===== src/rtl/oneshot_pkg.sv =====
package oneshot_pkg;

  // Bit positions of the synchronized pin vector
  localparam int unsigned PIN_FALL  = 0;
  localparam int unsigned PIN_RISE  = 1;
  localparam int unsigned PIN_CLR   = 2;
  localparam int unsigned PIN_COUNT = 3;

  // Which qualification path accepted a trigger
  typedef enum logic [1:0] {
    TRIG_NONE    = 2'd0,
    TRIG_FALL    = 2'd1,
    TRIG_RISE    = 2'd2,
    TRIG_RELEASE = 2'd3
  } trig_src_e;

endpackage


===== src/rtl/os_rst_sync.sv =====
module os_rst_sync #(
  parameter int unsigned STAGES = 2
) (
  input  logic clk,
  input  logic rst_n,
  output logic rst_sync_n
);

  logic [STAGES-1:0] chain_q;
  logic [STAGES-1:0] chain_d;

  always_comb begin
    chain_d = {chain_q[STAGES-2:0], 1'b1};
  end

  always_ff @(posedge clk or negedge rst_n) begin
    if (!rst_n) begin
      chain_q <= '0;
    end else begin
      chain_q <= chain_d;
    end
  end

  assign rst_sync_n = chain_q[STAGES-1];

endmodule


===== src/rtl/os_sync.sv =====
module os_sync #(
  parameter int unsigned     N       = 3,
  parameter int unsigned     STAGES  = 2,
  parameter logic [N-1:0]    RST_VAL = '0
) (
  input  logic         clk,
  input  logic         rst_n,
  input  logic [N-1:0] d_i,
  output logic [N-1:0] q_o
);

  for (genvar i = 0; i < N; i++) begin : g_bit
    logic [STAGES-1:0] chain_q;
    logic [STAGES-1:0] chain_d;

    always_comb begin
      chain_d = {chain_q[STAGES-2:0], d_i[i]};
    end

    always_ff @(posedge clk or negedge rst_n) begin
      if (!rst_n) begin
        chain_q <= {STAGES{RST_VAL[i]}};
      end else begin
        chain_q <= chain_d;
      end
    end

    assign q_o[i] = chain_q[STAGES-1];
  end

endmodule


===== src/rtl/os_trigger_qual.sv =====
module os_trigger_qual
  import oneshot_pkg::*;
(
  input  logic clk,
  input  logic rst_n,
  input  logic fall_s_i,
  input  logic rise_s_i,
  input  logic clr_s_i,
  output logic fire_o
);

  logic      fall_d_q, rise_d_q, clr_d_q;
  logic      armed_q, armed_d;
  logic      fall_edge, rise_edge, clr_edge, pair_ready;
  trig_src_e src;

  always_comb begin
    fall_edge  = fall_d_q & ~fall_s_i;
    rise_edge  = ~rise_d_q & rise_s_i;
    clr_edge   = ~clr_d_q & clr_s_i;
    pair_ready = ~fall_s_i & rise_s_i;

    // Release priority first; both pin paths require the clear high
    if (!clr_s_i) begin
      src = TRIG_NONE;
    end else if (clr_edge && armed_q && pair_ready) begin
      src = TRIG_RELEASE;
    end else if (fall_edge && rise_s_i) begin
      src = TRIG_FALL;
    end else if (rise_edge && !fall_s_i) begin
      src = TRIG_RISE;
    end else begin
      src = TRIG_NONE;
    end

    // Arm while cleared once the pins leave the ready pair; disarm when clear is high
    if (clr_s_i) begin
      armed_d = 1'b0;
    end else begin
      armed_d = armed_q | fall_s_i | ~rise_s_i;
    end
  end

  assign fire_o = (src != TRIG_NONE);

  // Delay flops reset to the same idle levels as the synchronizers
  always_ff @(posedge clk or negedge rst_n) begin
    if (!rst_n) begin
      fall_d_q <= 1'b0;
      rise_d_q <= 1'b1;
      clr_d_q  <= 1'b0;
      armed_q  <= 1'b0;
    end else begin
      fall_d_q <= fall_s_i;
      rise_d_q <= rise_s_i;
      clr_d_q  <= clr_s_i;
      armed_q  <= armed_d;
    end
  end

endmodule


===== src/rtl/os_pulse_timer.sv =====
module os_pulse_timer #(
  parameter int unsigned WIDTH_W = 8
) (
  input  logic               clk,
  input  logic               rst_n,
  input  logic               clr_s_i,
  input  logic               fire_i,
  input  logic [WIDTH_W-1:0] width_i,
  output logic [WIDTH_W-1:0] cnt_o,
  output logic               q_o,
  output logic               qn_o
);

  logic [WIDTH_W-1:0] cnt_q, cnt_d;
  logic               busy, cnt_en;
  logic               q_q, qn_q;

  always_comb begin
    busy   = (cnt_q != '0);
    cnt_en = !clr_s_i || busy || fire_i;
    if (!clr_s_i) begin
      cnt_d = '0;
    end else if (busy) begin
      cnt_d = cnt_q - 1'b1;      // lockout: a trigger is not looked at while busy
    end else if (fire_i) begin
      cnt_d = width_i;
    end else begin
      cnt_d = cnt_q;
    end
  end

  always_ff @(posedge clk or negedge rst_n) begin
    if (!rst_n) begin
      cnt_q <= '0;
      q_q   <= 1'b0;
      qn_q  <= 1'b1;
    end else if (cnt_en) begin
      cnt_q <= cnt_d;
      q_q   <= (cnt_d != '0);
      qn_q  <= (cnt_d == '0);
    end
  end

  assign cnt_o = cnt_q;
  assign q_o   = q_q;
  assign qn_o  = qn_q;

endmodule


===== src/rtl/oneshot_pulse.sv =====
module oneshot_pulse
  import oneshot_pkg::*;
#(
  parameter int unsigned WIDTH_W     = 8,
  parameter int unsigned SYNC_STAGES = 2
) (
  input  logic               clk,
  input  logic               rst_n,
  input  logic [WIDTH_W-1:0] width_i,
  input  logic               trig_fall_i,
  input  logic               trig_rise_i,
  input  logic               clr_n_i,
  output logic               pulse_o,
  output logic               pulse_n_o
);

  localparam logic [PIN_COUNT-1:0] SYNC_RST = PIN_COUNT'(1 << PIN_RISE);

  logic                 rst_sync_n;
  logic [PIN_COUNT-1:0] pins_raw, pins_s;
  logic                 fall_s, rise_s, clr_s;
  logic                 fire;
  logic [WIDTH_W-1:0]   cnt_q;

  always_comb begin
    pins_raw           = '0;
    pins_raw[PIN_FALL] = trig_fall_i;
    pins_raw[PIN_RISE] = trig_rise_i;
    pins_raw[PIN_CLR]  = clr_n_i;
  end

  os_rst_sync #(.STAGES(2)) u_rst (
    .clk        (clk),
    .rst_n      (rst_n),
    .rst_sync_n (rst_sync_n)
  );

  os_sync #(
    .N       (PIN_COUNT),
    .STAGES  (SYNC_STAGES),
    .RST_VAL (SYNC_RST)
  ) u_sync (
    .clk   (clk),
    .rst_n (rst_sync_n),
    .d_i   (pins_raw),
    .q_o   (pins_s)
  );

  assign fall_s = pins_s[PIN_FALL];
  assign rise_s = pins_s[PIN_RISE];
  assign clr_s  = pins_s[PIN_CLR];

  os_trigger_qual u_qual (
    .clk      (clk),
    .rst_n    (rst_sync_n),
    .fall_s_i (fall_s),
    .rise_s_i (rise_s),
    .clr_s_i  (clr_s),
    .fire_o   (fire)
  );

  os_pulse_timer #(.WIDTH_W(WIDTH_W)) u_timer (
    .clk     (clk),
    .rst_n   (rst_sync_n),
    .clr_s_i (clr_s),
    .fire_i  (fire),
    .width_i (width_i),
    .cnt_o   (cnt_q),
    .q_o     (pulse_o),
    .qn_o    (pulse_n_o)
  );

endmodule


===== config.mk =====
export PLATFORM = sky130hd
export DESIGN_NAME = oneshot_pulse
export DESIGN_NICKNAME = d
export VERILOG_FILES = /design/src/rtl/oneshot_pkg.sv /design/src/rtl/os_rst_sync.sv /design/src/rtl/os_sync.sv /design/src/rtl/os_trigger_qual.sv /design/src/rtl/os_pulse_timer.sv /design/src/rtl/oneshot_pulse.sv
export SDC_FILE = /design/constraint.sdc
export NUM_CORES = 1
export LEC_CHECK = 0
export ABC_AREA = 1
export ABC_CLOCK_PERIOD_IN_PS = 1200
export BUFFER_PORTS_ARGS = -buffer_cell sky130_fd_sc_hd__buf_2
export CAP_MARGIN = 40
export CORE_MARGIN = 1
export CORE_UTILIZATION = 60
export DETAILED_ROUTE_END_ITERATION = 12
export PLACE_DENSITY = 0.82
export SYNTH_ARGS = -nofsm -noshare
export SYNTH_HDL_FRONTEND = slang
export SYNTH_HIERARCHICAL = 1
export SYNTH_SLANG_ARGS = --single-unit

===== constraint.sdc =====
create_clock -name clk -period 1.2 [get_ports clk]
set_input_delay 0.06 -clock clk [delete_from_list [all_inputs] [get_ports clk]]
set_output_delay 0.06 -clock clk [all_outputs]
set_load 0.01 [all_outputs]

Yosys cells after proc, flatten, opt, wreduce, memory -nomap -nowiden
Index checks and enable logic that the tools add are counted.

storage, ports and cells
  bits of input ports = 13
  output and inout bits = 2
  register bits after elaboration = 22
  word-level logic and storage cells = 42

operators by class
  reduce and logical (&&, ||, !) cells = 12
  multiplexer cells = 8
  $add $sub $neg = 1
  bitwise operators = 10

operators by type and width
  cell                 number
  $mux 8               3
  $reduce_bool 8->1    2
  $logic_not 8->1      1
  $mux 2               4
  $sub 8x1->8 const B  1
  $and 1x1->1          4
  $logic_and 1x1->1    4
  $not 1->1            4
  $logic_not 1->1      2
  $logic_or 1x1->1     2
  $or 1x1->1           2
  $reduce_bool 2->1    1
  $mux 1               1

Depth between registers and ports, before layout
Gate-level depths: netlist of the first run.

  word-level depth = 12
  depth in mapped cells = 15
  depth with buffers taken out = 13

By module
Netlist of the first run, hierarchy kept.

by module, submodules not included
  module           area an instance (µm²)  times used  cells each  seq. area each (µm²)
  os_pulse_timer   814.5                   1           119         251.5
  os_sync          175.2                   1           9           152.6
  os_trigger_qual  147.6                   1           13          101.3
  os_rst_sync      53.8                    1           3           50.0

Worst setup path after synthesis of the first run
No wires, ideal clock.

  path kind = register -> register
  start point = reg u_sync.g_bit[1].chain_q[1]
  end point = reg u_timer.q_q (netlist: u_timer/q_o)
  data required time = 1.087 ns
  setup time = 0.113 ns
  arrival = 1.574 ns
  clock period less this slack = 1.687 ns
  cell stages (with the launch flop) = 14
  buffers on the path = 2
  slack = -0.487 ns
  path through = dfstp_2 buf_4 nand3_2 a21oi_2 inv_2 buf_4 o21ai_0 nand2_1 nand3_1 nand2_1 nor2_1 nand3_1 nand2_1 inv_1

between the ends
  longest elaborated chain between the ends = 11
  elaborated cells on any way between the ends = 15
  those cells by class = mux (7); bitwise (2); reduce/logical (6)

RTL lines
  what                      RTL line               RTL
  start: declaration        os_sync.sv:13          logic [STAGES-1:0] chain_q;
  start signal: assignment  os_sync.sv:22          chain_q <= {STAGES{RST_VAL[i]}};
  start signal: assignment  os_sync.sv:24          chain_q <= chain_d;
  $and 1x1->1               os_trigger_qual.sv:19  rise_edge = ~rise_d_q & rise_s_i;
  $logic_and 1x1->1         os_trigger_qual.sv:30  end else if (rise_edge && !fall_s_i) begin
  $mux 2                    os_trigger_qual.sv:30
  $mux 2                    os_trigger_qual.sv:28  end else if (fall_edge && rise_s_i) begin
  $mux 2 (*)                os_trigger_qual.sv:26  end else if (clr_edge && armed_q && pair_ready) begin
  $mux 2 (*)                os_trigger_qual.sv:24  if (!clr_s_i) begin
  $reduce_bool 2->1 (*)     os_trigger_qual.sv:44  assign fire_o = (src != TRIG_NONE);
  net fire                  oneshot_pulse.sv:22    logic fire;
  $mux 8                    os_pulse_timer.sv:25   end else if (fire_i) begin
  $mux 8                    os_pulse_timer.sv:23   end else if (busy) begin
  $mux 8                    os_pulse_timer.sv:21   if (!clr_s_i) begin
  $reduce_bool 8->1         os_pulse_timer.sv:39   q_q <= (cnt_d != '0);
  end signal: assignment    os_pulse_timer.sv:39
  end: declaration          os_pulse_timer.sv:16   logic q_q, qn_q;

Mark *: on every way through the listed nets, which the timed path passes. The rest lies on a longest branch.
A chain may end at the register's enable or synchronous reset.

Final worst setup path of the first run
  start point = reg u_timer.cnt_q[2] (netlist: u_timer/cnt_o[2])
  end point = reg u_timer.q_q (netlist: u_timer/q_o)

between the ends
  longest elaborated chain between the ends = 4
  elaborated cells on any way between the ends = 8
  those cells by class = add/sub (1); mux (3); reduce/logical (4)

RTL lines
  what                                 RTL line              RTL
  start: declaration                   os_pulse_timer.sv:14  logic [WIDTH_W-1:0] cnt_q, cnt_d;
  start signal: assignment             os_pulse_timer.sv:38  cnt_q <= cnt_d;
  $sub 8x1->8 (tied with other cells)  os_pulse_timer.sv:24  cnt_d = cnt_q - 1'b1;
  $mux 8                               os_pulse_timer.sv:23
  $mux 8                               os_pulse_timer.sv:21
  $reduce_bool 8->1                    os_pulse_timer.sv:39

Several ways; a longest one is shown, not always the timed one.

==> results of run 1 <==
-- registers in the layout, indices dropped and copies added, names as in the netlist --
name	count
u_qual/clr_d_q	1
u_sync/g_bit.chain_q	6
u_qual/armed_q	1
u_timer/qn_o	1
u_qual/fall_d_q	1
u_timer/q_o	1
u_timer/cnt_o	8
u_qual/rise_d_q	1
u_rst/chain_q	2
-- placed cells by master (no fill, tap or decap) --
| master | count |
|---|---|
| inv_1 | 22 |
| dfstp_2 | 4 |
| bufinv_16 | 1 |
| inv_4 | 1 |
| dfrtp_1 | 18 |
| nand2_2 | 2 |
| nor2_4 | 2 |
| ha_4 | 1 |
| nand2_1 | 38 |
| a21oi_2 | 1 |
| o21ai_0 | 5 |
| nand3_2 | 5 |
| nand4_1 | 1 |
| nor2_1 | 8 |
| buf_4 | 22 |
| or2_1 | 1 |
| dlygate4sd3_1 | 4 |
| nand2_4 | 1 |
| nand3_4 | 1 |
| buf_2 | 14 |
| xnor2_1 | 1 |
| conb_1 | 1 |
| inv_2 | 3 |
| clkbuf_4 | 3 |
| nor2_2 | 2 |
| nor2_8 | 1 |
| nand3_1 | 11 |
| o21ai_1 | 5 |
| ha_2 | 1 |
| a21oi_1 | 3 |
-- final cells by class --
| class | count | area (sq um) |
|---|---|---|
| fillers | 112 | 274 |
| inverters | 26 | 100 |
| clock inverters | 1 | 30.0 |
| multi-input cells | 91 | 513 |
| clock buffers | 3 | 22.5 |
| well taps | 25 | 31.3 |
| repair buffers | 40 | 275 |
| flip-flops and latches | 22 | 556 |
-- worst register-to-register path, cell delays in order, from the launching register on --
cell and delay (ns):
dfrtp_1 0.48, buf_4 0.18, inv_1 0.08, nand2_1 0.06
nor2_1 0.19, nand3_1 0.13, nand3_1 0.11, nand2_1 0.10
nand2_1 0.12, inv_1 0.06, nand3_1 0.09, nand2_1 0.06
inv_1 0.04
-- cells in the mapped netlist --
master	n	area, sq um
nand2_1	39	146
inv_1	23	86.3
dfrtp_1	18	450
nand3_1	14	70.1
nor2_1	10	37.5
o21ai_0	10	50.1
buf_4	4	30.0
dfstp_2	4	105
a21oi_1	3	15.0
inv_2	3	11.3
ha_1	2	25.0
nand3_2	2	20.0
nor2_4	2	22.5
a21oi_2	1	8.76
bufbuf_16	1	32.5
conb_1	1	3.75
nand2_2	1	6.26
nand2_4	1	11.3
nand3_4	1	17.5
nand4_1	1	6.26
nor2_8	1	20.0
or2_1	1	6.26
xnor2_1	1	8.76
-- path summary, 6_finish.rpt --
kind	end	from	slack (ns)
max	u_timer/q_o	u_timer/cnt_o[2]	-0.53
max in group asynchronous	u_qual/rise_d_q	u_rst/chain_q[1]	0.73
min	u_rst/chain_q[0]	rst_n	0.06
min reg2reg	u_timer/cnt_o[1]	u_rst/chain_q[1]	0.20
min in group clk	u_timer/cnt_o[4]	width_i[4]	0.19
max reg2reg	u_timer/q_o	u_timer/cnt_o[2]	-0.53
-- metrics by stage --
stage                     util, %  cell area [sq um]
final                        84.8               1530
after global routing         84.8               1530
after CTS                    83.8               1510
after detailed placement     76.6               1380
after global placement       76.6               1380
after floorplan                 -               1200
-- per-layer routing --
metal  part of all wire, %  wire, um
met5                     0         0
met4                   5.2       159
met3                   9.5       291
met2                    48      1470
met1                    37      1140
-- logic make-up (layout without fill, tap and decap cells) --
logic type / after synthesis / after routing
AOI/OAI and AO/OA: 14 / 14
xor gates and xnor gates: 1 / 1
adders and majority gates: 2 / 2
buffers and inverters: 31 / 70
DFF: 22 / 22
other: 1 / 1
and+or+nand+nor: 73 / 73
-- timing repair --
action	in CTS	in global routing
buffers inserted	1	1
hold endpoints to repair	5	0
gates resized for setup	7	3
setup endpoints to repair	10	10
pin swaps	1	0
hold buffers	4	0
-- power groups by stage --
stage	registers (W)	clock network (W)	logic [W]
2_1_floorplan	0.00104	0	0.00128
3_3_place_gp	0.00103	0	0.00186
3_5_place_dp	0.00104	0	0.00193
4_1_cts	0.00103	0.000567	0.00208
5_1_grt	0.00106	0.000593	0.00246
6_report	0.00104	0.000557	0.00229
==> run_results.csv, run 1 <==
group,metric,value,unit
detailed_routing,postRouteAntennaNets,0,
grt,grt_util_met1,35.8,%
worst_setup_path,end_kind,"register",
placement,pre_cts_slack,-0.482,ns
logic_synthesis,synth_mux_area_share,0,%
clocking,clockBufferDepth,2,
worst_setup_path,path_cells,"buf_4 -> inv_1 -> nand2_1 -> nor2_1 -> nand3_1 -> nand3_1 -> nand2_1 -> nand2_1 -> inv_1 -> nand3_1 -> nand2_1 -> inv_1",
timing,fin_tns_setup,-3.05,ns
worst_setup_path,cp_slowest_cell,"dfrtp_1",
job,drv_cap,0,
worst_setup_path,cp.depth,12,
timing,period_share,144,%
worst_setup_path,worst-path-buf-inv,4,
die,num_rows,15,
clocking,cts.clk_slew.worst_paths,0.12,ns
logic_synthesis,synthXorXnorAreaFrac,0.735,%
die,die_h,46.6,um
worst_setup_path,max_stage_delay,0.48,ns
die,core_region_area,1800,sq um
pwr,report.power.total,0.00389,W
timing,hold_viol,0,
worst_setup_path,worst_ep_required_time,1.46,ns
outcome,status,"finished with violations",
pwr,p_seq_share,26.8,%
finish,final_cells,208,
timing,max_clock_freq,0.578,GHz
logic_synthesis,synth.distinct_cells,23,
worst_setup_path,worst-path-max-fanout,3,
grt,gr-total-overflow,0,
clocking,cts.sinks,22,
worst_setup_path,critPathKind,"reg2reg",
detailed_routing,post-route-drc-count,0,
detailed_routing,wl_per_cell,14.7,um
pwr,clkPwrFrac,14.3,%
placement,dp_cells,198,
pwr,p_per_area,2550,nW/um^2
clocking,cts_tree,"done",
detailed_routing,wl,3060,um
timing,rsz0062_at_grt,"true",
outcome,violations,"negative setup slack",
worst_setup_path,arrival,1.99,ns
worst_setup_path,start_kind,"register",
logic_synthesis,ys.warnings.count,6,
logic_synthesis,avgSynthCellArea,8.27,sq um
worst_setup_path,r2r_cells,12,
logic_synthesis,seq_area_frac_synth,46.6,%
detailed_routing,via_per_inst,5.36,
placement,gp_congestion,0.915,
die,io_pins,15,
die,die-area,2170,sq um
worst_setup_path,path_common_cell,"nand2_1",
logic_synthesis,synthAdderAreaFrac,2.10,%
pwr,max-vdd-ir-drop,0.00175,V
die,fp.dieW,46.6,um
clocking,numCtsBuffers,3,
logic_synthesis,yosys.area_share.simple,30.6,%
timing,maxSlewViolCount,0,
pwr,switching_share,43.5,%
grt,grt_util_met3,5.10,%
detailed_routing,drt_iter0_markers,66,
logic_synthesis,synthCells,144,
finish,fin_nets,199,
timing,fin_crit,1.73,ns
clocking,cts-root-buf,"clkbuf_4",
timing,setup_violations,10,
timing,worst_slack,-0.529,ns
grt,grt_max_degree,21,
min_path,hold_path.class,"in2async",
clocking,clk_latency,0.30,ns
logic_synthesis,synth_nets,159,
grt,grt_busiest_layer,"met2",
detailed_routing,num_vias,1114,
finish,num_antenna_cells,0,
logic_synthesis,synth_top_family_by_area,"simple AND/OR/NAND/NOR gates",
clocking,cts_max_level,1,
die,start_util,66.1,%
grt,grt_pass1_wl,4300,um
detailed_routing,firstDrtPassIters,4,
worst_setup_path,crit_family,"simple AND/OR/NAND/NOR gates",
logic_synthesis,synth-seq-cells,22,
pwr,internal_power,0.00220,W
timing,skew,0.00480,ns
placement,portBuffers,14,
pwr,combPwrFrac,58.9,%
grt,met2_usage,50.6,%
logic_synthesis,synth_compound_area_share,6.20,%
pwr,p_leak,0.855,nW
logic_synthesis,synth_area,1190,sq um
timing,fin_hold_ws,0.0609,ns
grt,antenna_found_initial,0,
placement,hpwl,1690,um
finish,areaGrowthSynthToFinish,28.3,%
pwr,p_switching,0.00169,W
grt,grt_pass1_vias,990,
finish,drive_gt1_share,35.5,%
grt,grt_util_all_layers,29.5,%
No activity file was read; power rests on OpenSTA's default activity.
==> run 2, diff against run 1 <==
- ABC_CLOCK_PERIOD_IN_PS: 1200 -> 1600
- CORE_UTILIZATION: 60 -> 56
- PLACE_DENSITY: 0.82 -> 0.77
- clock period: 1.2 -> 1.6 ns (I/O delays scaled with it)
==> run 2 against run 1 <==
  * The run still ends with negative setup slack left
  * Sequential share of layout area increased by 2.1 points
  * Clock power decreased by 25%
  * Sequential cell count unchanged
  * Maximum frequency increased by 3.4%
  * Sequential power decreased by 24%
==> run_results.csv, run 2 (synthesized netlist as in run 1, its figures left out) <==
group,metric,value,unit
timing,maxSlewViolCount,0,
clocking,postCtsSetupBuffers,0,
grt,grt_pass1_wl,3700,um
timing,fin_tns_setup,-0.126,ns
grt,grt_max_degree,18,
timing,worst_slack,-0.0723,ns
timing,hold_viol,0,
clocking,cts_tree,"done",
die,fp.dieW,48.1,um
timing,max_clock_freq,0.598,GHz
placement,portBuffers,14,
worst_setup_path,critPathKind,"reg2reg",
finish,seqCellArea,556,sq um
clocking,cts-root-buf,"clkbuf_4",
timing,fin_crit,1.67,ns
worst_setup_path,end_kind,"register",
clocking,cts.clk_slew.worst_paths,0.12,ns
grt,grt_util_all_layers,25.0,%
finish,multiInputGateArea,509,sq um
detailed_routing,post-route-drc-count,0,
grt,antenna_found_initial,0,
detailed_routing,num_vias,983,
clocking,clockBufferDepth,2,
worst_setup_path,worst-path-max-fanout,17,
die,start_util,60.1,%
timing,period_share,105,%
finish,final.fill_count,147,
finish,num_antenna_cells,0,
worst_setup_path,arrival,1.89,ns
detailed_routing,wl_per_cell,12.9,um
finish,final_cells,200,
placement,gp_congestion,0.826,
die,io_pins,15,
timing,skew,0.00289,ns
pwr,report.power.total,0.00269,W
die,die-area,2320,sq um
die,num_rows,16,
finish,fin_nets,189,
finish,largest_reg_flops,8,
clocking,cts_max_level,1,
pwr,p_per_area,1860,nW/um^2
detailed_routing,wl,2580,um
outcome,violations,"negative setup slack",
job,drv_cap,0,
finish,drive_gt1_share,30.1,%
placement,dp_cells,191,
finish,mostFrequentLayoutCell,"nand2_1",
worst_setup_path,start_kind,"register",
pwr,max-vdd-ir-drop,0.00136,V
die,die_h,48.1,um
worst_setup_path,worst_ep_required_time,1.82,ns
die,core_region_area,1980,sq um
grt,gr-total-overflow,0,
outcome,status,"finished with violations",
finish,areaGrowthSynthToFinish,21.2,%
placement,hpwl,1710,um
timing,rsz0062_at_grt,"true",
timing,fin_hold_ws,0.0675,ns
grt,grt_pass1_vias,816,
finish,layout_common_cells,"nand2_1, inv_1, dfrtp_1, buf_2, nand3_1",
clocking,clk_latency,0.31,ns
clocking,numCtsBuffers,3,
detailed_routing,postRouteAntennaNets,0,
pwr,p_leak,0.808,nW
detailed_routing,drt_iter0_markers,32,
clocking,cts.sinks,22,
timing,setup_violations,2,
detailed_routing,firstDrtPassIters,4,
detailed_routing,via_per_inst,4.92,
min_path,hold_path.class,"in2async",
-- run 2: changes by cell type in the layout (fill, tap and decap cells not counted) --
| cell | previous run | this run |
|---|---|---|
| buf_4 | 22 | 11 |
| ha_1 | 0 | 1 |
| ha_4 | 1 | 0 |
| nand2_2 | 2 | 1 |
| nand2_4 | 1 | 2 |
| nand3_1 | 11 | 12 |
| nand3_2 | 5 | 4 |
| nor2_1 | 8 | 9 |
| nor2_2 | 2 | 1 |
| nor2_4 | 2 | 3 |
| o21ai_0 | 5 | 3 |
| o21ai_1 | 5 | 7 |
-- run 2: metal layers --
metal	vias to the layer above	track usage, %	wire length [um]
li1	494	-	-
met1	436	31.4	1070
met2	46	41.6	1300
met3	7	4.44	166
met4	0	12.8	44
met5	-	0	0
-- run 2: worst paths after layout --
path	startpoint	end	slack (ns)	cells after the start
worst max register to register	u_qual/rise_d_q	u_timer/q_o	-0.07	13
worst min register to register	u_rst/chain_q[1]	u_sync/g_bit[2].chain_q[1]	0.19	0
max in group asynchronous	u_rst/chain_q[1]	u_timer/qn_o	0.82	1
min in group clk	width_i[4]	u_timer/cnt_o[4]	0.18	5
worst min-delay path	rst_n	u_rst/chain_q[1]	0.07	2
worst max-delay path	u_qual/rise_d_q	u_timer/q_o	-0.07	13
-- run 2: cell type report --
type | count | area share, %
inverter | 26 | 6.93
multi-input combinational | 92 | 35.3
timing repair buffer | 29 | 13.3
tap | 27 | 2.34
clock inverter | 1 | 2.08
sequential | 22 | 38.5
clock buffer | 3 | 1.56
-- run 2: power by group --
part           leakage, nW  total (W)  internal [W]  switching, W
logic                0.520    0.00148      0.000588      0.000892
clock network       0.0279   0.000420      0.000253      0.000167
registers            0.261   0.000786      0.000678      0.000108
total                0.808    0.00269       0.00152       0.00117
-- run 2: repair_timing --
| item | 4_1_cts | 5_1_grt |
|---|---|---|
| pin swaps | 1 | 1 |
| setup endpoints to repair | 2 | 4 |
| endpoints found under the hold margin | 5 | 0 |
| hold buffers | 4 | 0 |
| gates cloned | 1 | 0 |
| resized for setup | 7 | 3 |
-- run 2: critical path, cell delays in order (launching register included) --
cell and delay [ns]:
dfstp_2 0.53, inv_1 0.03, nor2_1 0.10, a21oi_2 0.08, inv_4 0.15, nand2_1 0.07
o21ai_1 0.07, nand2_1 0.09, nand3_2 0.10, nand2_1 0.06, nor2_1 0.09, nand3_1 0.09
nand2_1 0.08, inv_1 0.04
-- run 2: metrics by stage --
step / setup WS [ns] / instance area, sq um / util (%)
after floorplan: -0.0193 / 1200 / -
after global placement: -0.0603 / 1320 / 66.4
after detailed placement: -0.113 / 1320 / 66.4
after CTS: -0.0510 / 1440 / 72.5
after global routing: -0.180 / 1440 / 72.9
final: -0.0723 / 1440 / 72.9
==> run 3, diff against run 2 <==
- CAP_MARGIN: 40 -> not set
- CORE_ASPECT_RATIO: not set -> 0.75
- MAX_ROUTING_LAYER: not set -> met4
==> run 3 against run 2 <==
  * The flow still finishes with violations (negative setup slack)
  * Largest power group unchanged
  * Cell count fell by 2.5%
  * Register-to-register slack got worse by 0.06 ns
  * Wire length did not move
  * Non-clock buffer count fell by 1
  * Power fell by 0.15%
  * Combinational power barely moved
  * Die area barely moved
==> run_results.csv, run 3 (synthesized netlist as in run 1, its figures left out) <==
group,metric,value,unit
die,start_util,59.6,%
clocking,cts-root-buf,"clkbuf_4",
pwr,p_per_area,1860,nW/um^2
finish,mostFrequentLayoutCell,"nand2_1",
die,fp.dieW,55.3,um
clocking,clockBufferDepth,2,
die,die-area,2320,sq um
timing,worst_slack,-0.135,ns
clocking,clk_latency,0.31,ns
detailed_routing,num_vias,1016,
finish,layout_common_cells,"nand2_1, inv_1, dfrtp_1, buf_2",
worst_setup_path,worst_ep_required_time,1.81,ns
placement,hpwl,1750,um
finish,largest_reg_flops,8,
timing,hold_viol,0,
timing,max_clock_freq,0.577,GHz
outcome,status,"finished with violations",
outcome,violations,"negative setup slack",
grt,antenna_found_initial,0,
grt,grt_util_all_layers,26.7,%
job,drv_cap,0,
worst_setup_path,worst-path-max-fanout,17,
detailed_routing,wl_per_cell,13.2,um
worst_setup_path,max_stage_delay,0.56,ns
finish,num_antenna_cells,0,
finish,fin_area,1450,sq um
timing,maxSlewViolCount,0,
worst_setup_path,path_cells,"nand3_2 -> a21oi_2 -> inv_4 -> o21ai_1 -> nand2_1 -> nand3_2 -> nand2_1 -> nor2_1 -> nand3_1 -> nand2_1 -> inv_1",
timing,fin_crit,1.73,ns
placement,dpl_cell_area,1300,sq um
clocking,cts_tree,"done",
clocking,cts_max_level,1,
clocking,cts.sinks,22,
worst_setup_path,start_kind,"register",
detailed_routing,wl,2580,um
placement,dp_cells,187,
grt,grt_max_degree,18,
finish,drive_gt1_share,32.2,%
finish,areaGrowthSynthToFinish,21.3,%
finish,seqCellArea,556,sq um
pwr,report.power.total,0.00268,W
timing,skew,0.00600,ns
detailed_routing,firstDrtPassIters,4,
placement,gp_congestion,0.897,
grt,gr-total-overflow,0,
die,core_region_area,2000,sq um
placement,portBuffers,14,
finish,final_cells,195,
timing,fin_tns_setup,-0.204,ns
timing,rsz0062_at_grt,"true",
pwr,max-vdd-ir-drop,0.00136,V
finish,multiInputGateArea,522,sq um
die,io_pins,15,
timing,fin_hold_ws,0.0645,ns
detailed_routing,postRouteAntennaNets,0,
worst_setup_path,cp_slowest_cell,"dfstp_2",
clocking,cts.clk_slew.worst_paths,0.12,ns
grt,grt_pass1_vias,980,
worst_setup_path,path_common_cell,"nand2_1",
detailed_routing,post-route-drc-count,0,
timing,period_share,108,%
pwr,p_leak,0.801,nW
worst_setup_path,arrival,1.94,ns
worst_setup_path,critPathKind,"reg2reg",
worst_setup_path,end_kind,"register",
grt,grt_pass1_wl,4530,um
min_path,hold_path.class,"in2async",
detailed_routing,via_per_inst,5.21,
finish,fin_nets,187,
finish,final.fill_count,137,
die,num_rows,14,
timing,setup_violations,2,
clocking,numCtsBuffers,3,
die,die_h,41.9,um
detailed_routing,drt_iter0_markers,69,
[run 3: cell count changes in the layout (fill, tap and decap cells not counted), sizes merged]
cell / delta
buf: -1
nor2: -1
[run 3: power breakdown]
group / internal, W / switching [W]
logic: 0.000579 / 0.000896
registers: 0.000678 / 0.000110
clock network: 0.000253 / 0.000166
total: 0.00151 / 0.00117
[run 3: what timing repair did]
item / in CTS / in global routing
setup buffers: 0 / 0
pin swaps: 1 / 0
gates resized for setup: 8 / 6
hold buffers: 4 / 0
endpoints found under the setup margin: 2 / 3
endpoints found under the hold margin: 5 / 0
[run 3: path summary, 6_finish.rpt]
path | depth (start not counted) | endpoint | from | slack (ns)
max | 11 | u_timer/q_o | u_sync/g_bit[1].chain_q[1] | -0.13
max reg2reg | 11 | u_timer/q_o | u_sync/g_bit[1].chain_q[1] | -0.13
max in group asynchronous | 1 | u_sync/g_bit[1].chain_q[0] | u_rst/chain_q[1] | 0.92
min reg2reg | 0 | u_sync/g_bit[2].chain_q[0] | u_rst/chain_q[1] | 0.14
min in group clk | 5 | u_timer/cnt_o[4] | width_i[4] | 0.18
min | 2 | u_rst/chain_q[1] | rst_n | 0.06
[run 3: cell type report]
cell class / count / share of cell area (%)
Timing Repair Buffer: 28 / 12.8
Tap cell: 24 / 2.08
Clock buffer: 3 / 1.56
Clock inverter: 1 / 2.08
Inverter: 26 / 6.93
Multi-Input combinational cell: 91 / 36.1
Sequential cell: 22 / 38.4
[run 3: routing by layer]
metal  global-route usage (%)  wire length, um  up-vias
met1                     35.7             1100      474
met3                     7.17              212        4
met4                     8.50               25        0
li1                         -                -      493
met5                        -                0        -
met2                     40.2             1240       45
[run 3: worst max-delay path, delay by kind of cell, from the launching register on]
family	cells	cell delay, ns
and+or+nand+nor	7	0.64
DFF	1	0.56
AOI/OAI and AO/OA	2	0.29
buffers and inverters	2	0.15
[run 3: per-stage QoR]
step	setup slack [ns]	util (%)
floorplan	-0.0193	-
detailed placement	-0.0902	65.3
CTS	-0.0897	71.2
global route	-0.221	72.4
finish	-0.135	72.4
global placement	-0.0444	65.3
